--- src/rtl/adc_boot_pkg.sv ---
package adc_boot_pkg;
   localparam int NSTEPS = 16;
   localparam int IDXW   = $clog2(NSTEPS);

   localparam logic [7:0] CMD_HALT_RD  = 8'h11;
   localparam logic [7:0] CMD_RESYNC   = 8'h04;
   localparam logic [7:0] CMD_RUN_RD   = 8'h10;
   localparam logic [7:0] CMD_ZERO_CAL = 8'h60;

   typedef enum logic [1:0] {
      K_CMD1,
      K_CMD3,
      K_WAIT1,
      K_WAITN
   } step_kind_e;

   typedef struct packed {
      step_kind_e  kind;
      logic [23:0] word;
   } step_t;

   typedef enum logic [2:0] {
      S_GAP,
      S_ISSUE,
      S_SHIFT,
      S_WAIT,
      S_DONE
   } seq_state_e;
endpackage

--- src/rtl/adc_boot_script.sv ---
module adc_boot_script
   import adc_boot_pkg::*;
#(
   parameter logic [23:0] W_RATE      = 24'h410042,
   parameter logic [23:0] W_GAIN      = 24'h42000E,
   parameter logic [23:0] W_FILT      = 24'h410046,
   parameter logic [23:0] W_MUX_SHORT = 24'h42002E,
   parameter logic [23:0] W_MUX_EXT   = 24'h42000E
) (
   input  logic [IDXW-1:0] idx,
   output step_t           ent,
   output logic            last
);
   // every write frame must be opcode 010xxxxx, count byte 0x00
   localparam logic [4:0][23:0] WRITES = {W_MUX_EXT, W_MUX_SHORT, W_FILT, W_GAIN, W_RATE};
   for (genvar g = 0; g < 5; g++) begin : g_chk
      if (WRITES[g][23:21] != 3'b010 || WRITES[g][15:8] != 8'h00) begin : g_bad
         $error("register write frame %0d is malformed", g);
      end
   end

   always_comb begin
      ent = '{kind: K_CMD1, word: {16'h0, CMD_HALT_RD}};
      case (idx)
         4'd0:    ent = '{K_CMD1,  {16'h0, CMD_HALT_RD}};
         4'd1:    ent = '{K_CMD3,  W_RATE};
         4'd2:    ent = '{K_CMD3,  W_GAIN};
         4'd3:    ent = '{K_CMD3,  W_FILT};
         4'd4:    ent = '{K_CMD3,  W_MUX_SHORT};
         4'd5:    ent = '{K_CMD1,  {16'h0, CMD_HALT_RD}};
         4'd6:    ent = '{K_CMD1,  {16'h0, CMD_RESYNC}};
         4'd7:    ent = '{K_CMD1,  {16'h0, CMD_RUN_RD}};
         4'd8:    ent = '{K_WAIT1, 24'h0};
         4'd9:    ent = '{K_CMD1,  {16'h0, CMD_HALT_RD}};
         4'd10:   ent = '{K_CMD1,  {16'h0, CMD_ZERO_CAL}};
         4'd11:   ent = '{K_CMD1,  {16'h0, CMD_RUN_RD}};
         4'd12:   ent = '{K_WAITN, 24'h0};
         4'd13:   ent = '{K_CMD1,  {16'h0, CMD_HALT_RD}};
         4'd14:   ent = '{K_CMD3,  W_MUX_EXT};
         default: ent = '{K_CMD1,  {16'h0, CMD_RUN_RD}};
      endcase
   end

   assign last = (idx == IDXW'(NSTEPS - 1));
endmodule

--- src/rtl/adc_boot_spi.sv ---
module adc_boot_spi #(
   parameter int SCLK_HALF = 2
) (
   input  logic        clk,
   input  logic        rst_n,
   input  logic        start,
   input  logic        wide,
   input  logic [23:0] frame,
   output logic        sclk,
   output logic        cs_n,
   output logic        mosi,
   output logic        fin
);
   localparam int DW = (SCLK_HALF > 1) ? $clog2(SCLK_HALF) : 1;

   if (SCLK_HALF < 1) begin : g_bad_half
      $error("SCLK_HALF must be at least 1");
   end

   logic [23:0]   sh;
   logic [4:0]    bits;
   logic [DW-1:0] div;
   logic          busy;

   always_ff @(posedge clk or negedge rst_n) begin
      if (!rst_n) begin
         sh <= '0; bits <= '0; div <= '0;
         busy <= 1'b0; cs_n <= 1'b1; sclk <= 1'b0; fin <= 1'b0;
      end else begin
         fin <= 1'b0;
         if (!busy) begin
            if (start) begin
               busy <= 1'b1;
               cs_n <= 1'b0;
               div  <= '0;
               sh   <= wide ? frame : {frame[7:0], 16'h0};
               bits <= wide ? 5'd24 : 5'd8;
            end
         end else if (div == DW'(SCLK_HALF - 1)) begin
            div <= '0;
            if (!sclk) begin
               sclk <= 1'b1;
            end else begin
               sclk <= 1'b0;
               sh   <= sh << 1;
               bits <= bits - 5'd1;
               if (bits == 5'd1) begin
                  busy <= 1'b0;
                  cs_n <= 1'b1;
                  fin  <= 1'b1;
               end
            end
         end else begin
            div <= div + DW'(1);
         end
      end
   end

   assign mosi = sh[23];

   // chip select low under every clock pulse
   p_cs_frame_r2: assert property (@(posedge clk) disable iff (!rst_n)
      sclk |-> !cs_n);
   // data held while the clock is high
   p_mosi_hold_r2: assert property (@(posedge clk) disable iff (!rst_n)
      (sclk && $past(sclk)) |-> $stable(mosi));
endmodule

--- src/rtl/adc_boot_seq.sv ---
module adc_boot_seq
   import adc_boot_pkg::*;
#(
   parameter int          SCLK_HALF     = 2,
   parameter int          MCLK_DIV      = 2,
   parameter int          GAP_MCLK      = 24,
   parameter int          SETTLE_PULSES = 4,
   parameter int          SYNC_STAGES   = 2,
   parameter logic [23:0] W_RATE        = 24'h410042,
   parameter logic [23:0] W_GAIN        = 24'h42000E,
   parameter logic [23:0] W_FILT        = 24'h410046,
   parameter logic [23:0] W_MUX_SHORT   = 24'h42002E,
   parameter logic [23:0] W_MUX_EXT     = 24'h42000E
) (
   input  logic clk,
   input  logic rst_n,
   input  logic drdy_n,
   output logic sclk,
   output logic cs_n,
   output logic mosi,
   output logic done
);
   localparam int GAP_CLKS = GAP_MCLK * MCLK_DIV;
   localparam int GW       = $clog2(GAP_CLKS + 1);
   localparam int SW       = $clog2(SETTLE_PULSES + 1);

   if (GAP_MCLK < 24) begin : g_bad_gap
      $error("GAP_MCLK must be at least 24");
   end
   if (MCLK_DIV < 1 || SETTLE_PULSES < 1 || SYNC_STAGES < 0) begin : g_bad_par
      $error("MCLK_DIV and SETTLE_PULSES must be positive, SYNC_STAGES non-negative");
   end

   // data-ready synchroniser, depth chosen by parameter
   logic drdy_s, drdy_q, drdy_fall;
   if (SYNC_STAGES == 0) begin : g_nosync
      assign drdy_s = drdy_n;
   end else begin : g_sync
      logic [SYNC_STAGES-1:0] sr;
      always_ff @(posedge clk or negedge rst_n) begin
         if (!rst_n) sr <= '1;
         else        sr <= (sr << 1) | SYNC_STAGES'(drdy_n);
      end
      assign drdy_s = sr[SYNC_STAGES-1];
   end

   always_ff @(posedge clk or negedge rst_n) begin
      if (!rst_n) drdy_q <= 1'b1;
      else        drdy_q <= drdy_s;
   end
   assign drdy_fall = drdy_q & ~drdy_s;

   seq_state_e      state;
   logic [IDXW-1:0] step;
   logic [GW-1:0]   gap;
   logic [SW-1:0]   pulses, need_m1;
   step_t           ent;
   logic            last, is_wait, spi_start, spi_fin;

   adc_boot_script #(
      .W_RATE(W_RATE), .W_GAIN(W_GAIN), .W_FILT(W_FILT),
      .W_MUX_SHORT(W_MUX_SHORT), .W_MUX_EXT(W_MUX_EXT)
   ) u_script (
      .idx (step),
      .ent (ent),
      .last(last)
   );

   assign is_wait   = (ent.kind == K_WAIT1) || (ent.kind == K_WAITN);
   assign need_m1   = (ent.kind == K_WAIT1) ? '0 : SW'(SETTLE_PULSES - 1);
   assign spi_start = (state == S_ISSUE) && !is_wait;

   always_ff @(posedge clk or negedge rst_n) begin
      if (!rst_n) begin
         state  <= S_GAP;
         step   <= '0;
         gap    <= GW'(GAP_CLKS - 1);
         pulses <= '0;
      end else begin
         case (state)
            S_GAP: begin
               if (gap == '0) state <= S_ISSUE;
               else           gap   <= gap - GW'(1);
            end
            S_ISSUE: begin
               pulses <= '0;
               state  <= is_wait ? S_WAIT : S_SHIFT;
            end
            S_SHIFT: begin
               if (spi_fin) begin
                  if (last) begin
                     state <= S_DONE;
                  end else begin
                     step  <= step + IDXW'(1);
                     gap   <= GW'(GAP_CLKS - 1);
                     state <= S_GAP;
                  end
               end
            end
            S_WAIT: begin
               if (drdy_fall) begin
                  if (pulses == need_m1) begin
                     step  <= step + IDXW'(1);
                     gap   <= GW'(GAP_CLKS - 1);
                     state <= S_GAP;
                  end else begin
                     pulses <= pulses + SW'(1);
                  end
               end
            end
            default: state <= S_DONE;
         endcase
      end
   end

   assign done = (state == S_DONE);

   adc_boot_spi #(.SCLK_HALF(SCLK_HALF)) u_spi (
      .clk  (clk),
      .rst_n(rst_n),
      .start(spi_start),
      .wide (ent.kind == K_CMD3),
      .frame(ent.word),
      .sclk (sclk),
      .cs_n (cs_n),
      .mosi (mosi),
      .fin  (spi_fin)
   );

   // idle-gap monitor counter (saturating)
   logic [GW:0] hi_cnt;
   always_ff @(posedge clk or negedge rst_n) begin
      if (!rst_n)                      hi_cnt <= '0;
      else if (!cs_n)                  hi_cnt <= '0;
      else if (hi_cnt < (GW+1)'(GAP_CLKS)) hi_cnt <= hi_cnt + 1'b1;
   end

   p_gap_r5: assert property (@(posedge clk) disable iff (!rst_n)
      $fell(cs_n) |-> ($past(hi_cnt) >= (GW+1)'(GAP_CLKS)));
   p_wait_quiet_r6: assert property (@(posedge clk) disable iff (!rst_n)
      (state == S_WAIT) |-> cs_n);
   p_step_fwd_r3: assert property (@(posedge clk) disable iff (!rst_n)
      (step != $past(step)) |-> (step == $past(step) + IDXW'(1)));
   p_done_sticky_r8: assert property (@(posedge clk) disable iff (!rst_n)
      done |=> done);
   p_quiet_done_r9: assert property (@(posedge clk) disable iff (!rst_n)
      done |-> (cs_n && !sclk));
endmodule

--- config.mk ---
export PLATFORM = sky130hd
export DESIGN_NAME = adc_boot_seq
export DESIGN_NICKNAME = d
export VERILOG_FILES = /design/src/rtl/adc_boot_pkg.sv /design/src/rtl/adc_boot_script.sv /design/src/rtl/adc_boot_spi.sv /design/src/rtl/adc_boot_seq.sv
export SDC_FILE = /design/constraint.sdc
export NUM_CORES = 1
export LEC_CHECK = 0
export BUFFER_PORTS_ARGS = -buffer_cell sky130_fd_sc_hd__buf_2
export CAP_MARGIN = 10
export CORE_MARGIN = 10
export CORE_UTILIZATION = 30
export CTS_CLUSTER_SIZE = 10
export DETAILED_ROUTE_END_ITERATION = 8
export GPL_TIMING_DRIVEN = 0
export PLACE_DENSITY = 0.52
export SYNTH_ARGS = -nofsm -noshare
export SYNTH_HDL_FRONTEND = slang
export SYNTH_HIERARCHICAL = 1
export SYNTH_SLANG_ARGS = --single-unit
--- constraint.sdc ---
create_clock -name clk -period 4.9 [get_ports clk]
set_input_delay 0.735 -clock clk [delete_from_list [all_inputs] [get_ports clk]]
set_output_delay 0.735 -clock clk [all_outputs]
set_load 0.05 [all_outputs]
==> results by group <==
Run status
  • Status: finished clean

Final layout
  • Layout fillers: 1,010
  • Final Core Density: 35.13%
  • Diodes inserted: 0
  • Highest-count cells in the layout ignoring fill and taps: dfrtp_1 (44), nor2_1 (22), nand3_1 (22)
  • Commonest non-fill, non-tap cell in the layout: dfrtp_1
  • Area of the multi-input gates: 1501 um2
  • # nets final: 351
  • Synth-to-layout area growth: 12.95%
  • Seq. cell area: 1338 um2
  • Share of layout cells above drive strength 1: 22.16%

Placement
  • DP HPWL: 4652 um
  • Port-buffer cells: 6
  • Routability Congestion: 0.7602

Synthesis
  • Post-synth EDFFs: 0
  • Cell count after synthesis: 315
  • Yosys warning total: 6
  • Mapped Area: 3082 um2
  • Synthesized flop and latch total: 53
  • Synth top area cells: dfrtp_1 (36%), dfstp_2 (7.7%), buf_4 (4.4%)
  • Top-area cell type share of the netlist area: 35.73%
  • Count of different cell masters after synthesis: 66
  • Post-synth top area cell: dfrtp_1
  • FFs w/ async S/R, synth: 100.0%
  • Post-synthesis sequential area ratio: 43.40%
  • Mapped Avg Cell Area: 9.783 um2
  • Main synth FF type: dfrtp_1

Flow run
  • Max-cap violation count: 0

Global routing
  • Vias in the first global route: 2,213
  • Initial antenna violation count: 0
  • GR Overflow Total: 0
  • GR Util All Layers: 9.158%
  • Largest net degree at the start of global routing: 31
  • Global-route wire length before repair: 11,050 um

Floorplanning
  • Site Rows: 36
  • Initial core utilization: 31.10%
  • Die Area: 14,730 um2
  • Die Y: 121.4 um
  • Die X: 121.4 um
  • Top Ports: 7
  • Floorplan core area: 9910 um2

STA
  • Final setup vio count: 0
  • Layout Skew: 11.45 ps
  • Setup tns final: 0 ps
  • Slew of the pin with the lowest slew margin: 815.7 ps
  • Slew Limit Fails: 0
  • Fmax: 394.3 MHz
  • Min Tclk post-route: 2536 ps
  • Unrepaired setup endpoints after global routing: false
  • Slew HR: 45.20%
  • Final Hold Fails: 0
  • Hold slack: 360.5 ps
  • Tcrit/Tclk final: 51.76%

Routing
  • DRC viols: 0
  • Drt pass-1 iters: 4
  • 1st-iter DRT viols: 172
  • Wire per inst: 13.64 um
  • Avg Vias per Cell: 4.838
  • Post-Route WL: 6491 um
  • ANT nets after route: 0
  • Vias: 2,303

Clock tree
  • Post-CTS sizing: 0
  • H-tree levels: 2
  • Worst-Skew Late Latency: 310 ps
  • # hold bufs at CTS: 0
  • Clock Pin Slew Worst Setup and Hold Paths: 90 ps
  • CTS Buf Count: 5
  • Root Buffer: clkbuf_8
  • Setup bufs post-CTS: 0
  • Max Root-Sink Buffers: 2
  • CTS tree: done
  • CTS Sinks: 53

Worst hold path
  • Hold Crit Class: reg -> reg

Worst setup path
  • Worst Setup SP: step[1]
  • Worst-path fanout max: 10
  • CP Launch Type: flop
  • Critical path required time: 5100 ps
  • Critical path capture point type: flop
  • R2r setup slk: 2360 ps
  • Critical path class: reg -> reg
  • Reg2Reg Launch Point: step[1]
  • Worst R2R Path Depth: 6
  • Critical Path Sink: step[1]
  • CP arrival: 2730 ps
  • Reg-to-Reg End: step[1]

Power and ir drop
  • Peak VDD IR: 0.0001345 V
  • PwrDens: 235.5 nW/um2
  • Static Leak: 1.656 nW
  • Total power: 0.8197 mW
through the flow:
| step | instance area [um2] | cells | worst slack [ps] |
|---|---|---|---|
| final | 3481 | 476 | 2364 |
| after global routing | 3481 | 476 | 2160 |
| after CTS | 3481 | 476 | 2369 |
| after detailed placement | 3347 | 468 | 2374 |
| after global placement | 3327 | 467 | 2400 |
| after floorplan | 3131 | 328 | 2725 |
registers in the layout, summed over array words and instances, names as in the netlist, 2 cells and up:
register and cells:
u_spi/sh 24, step 4, u_spi/bits 5, gap 6
pulses 3, state 3, g_sync.sr 2
metal layers:
metal	wire length [um]	track usage [%]
met2	2869	13.77
met4	112	3.800
met5	0	0
met1	3342	12.52
met3	167	1.722
how the worst min path moves through the flow:
stage	startpoint	endpoint	cells after the start
2_1_floorplan	g_sync.sr[0]	g_sync.sr[1]	0
5_1_grt	g_sync.sr[0]	g_sync.sr[1]	0
4_1_cts	g_sync.sr[0]	g_sync.sr[1]	0
3_5_place_dp	g_sync.sr[0]	g_sync.sr[1]	0
6_report	g_sync.sr[0]	g_sync.sr[1]	0
3_3_place_gp	g_sync.sr[0]	g_sync.sr[1]	0
final cells by class:
type	instances	share of cell area, %
sequential	53	38.43
tap	133	4.781
clock buffer	5	1.977
multi-input combinational	227	43.13
clock inverter	3	1.869
inverter	12	1.294
timing repair buffer	7	1.438
buffer	36	7.081
kinds of logic after synthesis:
| logic type | after synthesis | share of synthesized area [%] |
|---|---|---|
| AOI/OAI and AO/OA | 78 | 18.55 |
| xor gates and xnor gates | 7 | 1.989 |
| adders and majority gates | 6 | 2.436 |
| buffers and inverters | 48 | 9.460 |
| DFF | 53 | 43.40 |
| muxes | 15 | 5.116 |
| other | 1 | 0.1217 |
| and+or+nand+nor | 107 | 18.92 |
cells in the mapped netlist, types with 5 or more instances:
cell type  number
dfrtp_1        44
nand3_1        22
nor2_1         22
o21ai_0        21
buf_4          18
nand2_1        18
a22oi_1        13
inv_1          11
buf_2          10
a221o_1         9
dfstp_2         9
mux2i_1         9
a21oi_1         7
ha_1            6
mux2_2          6
nand2b_1        6
nor3_1          5
xnor2_1         5
where the power goes:
group          internal, mW  leakage, nW  total, mW  switching, mW
Sequential            0.440        0.703      0.440       0.000605
Combinational        0.0121        0.884     0.0261         0.0139
Clock                 0.203       0.0681      0.353          0.150
critical path: stages, from the launching register on:
cell,delay (ps)
dfrtp_1,460
buf_2,210
nor3_1,520
or4b_4,550
o21ai_4,110
a22o_2,240
mux2_2,340
(Power assumes the default switching activity.)
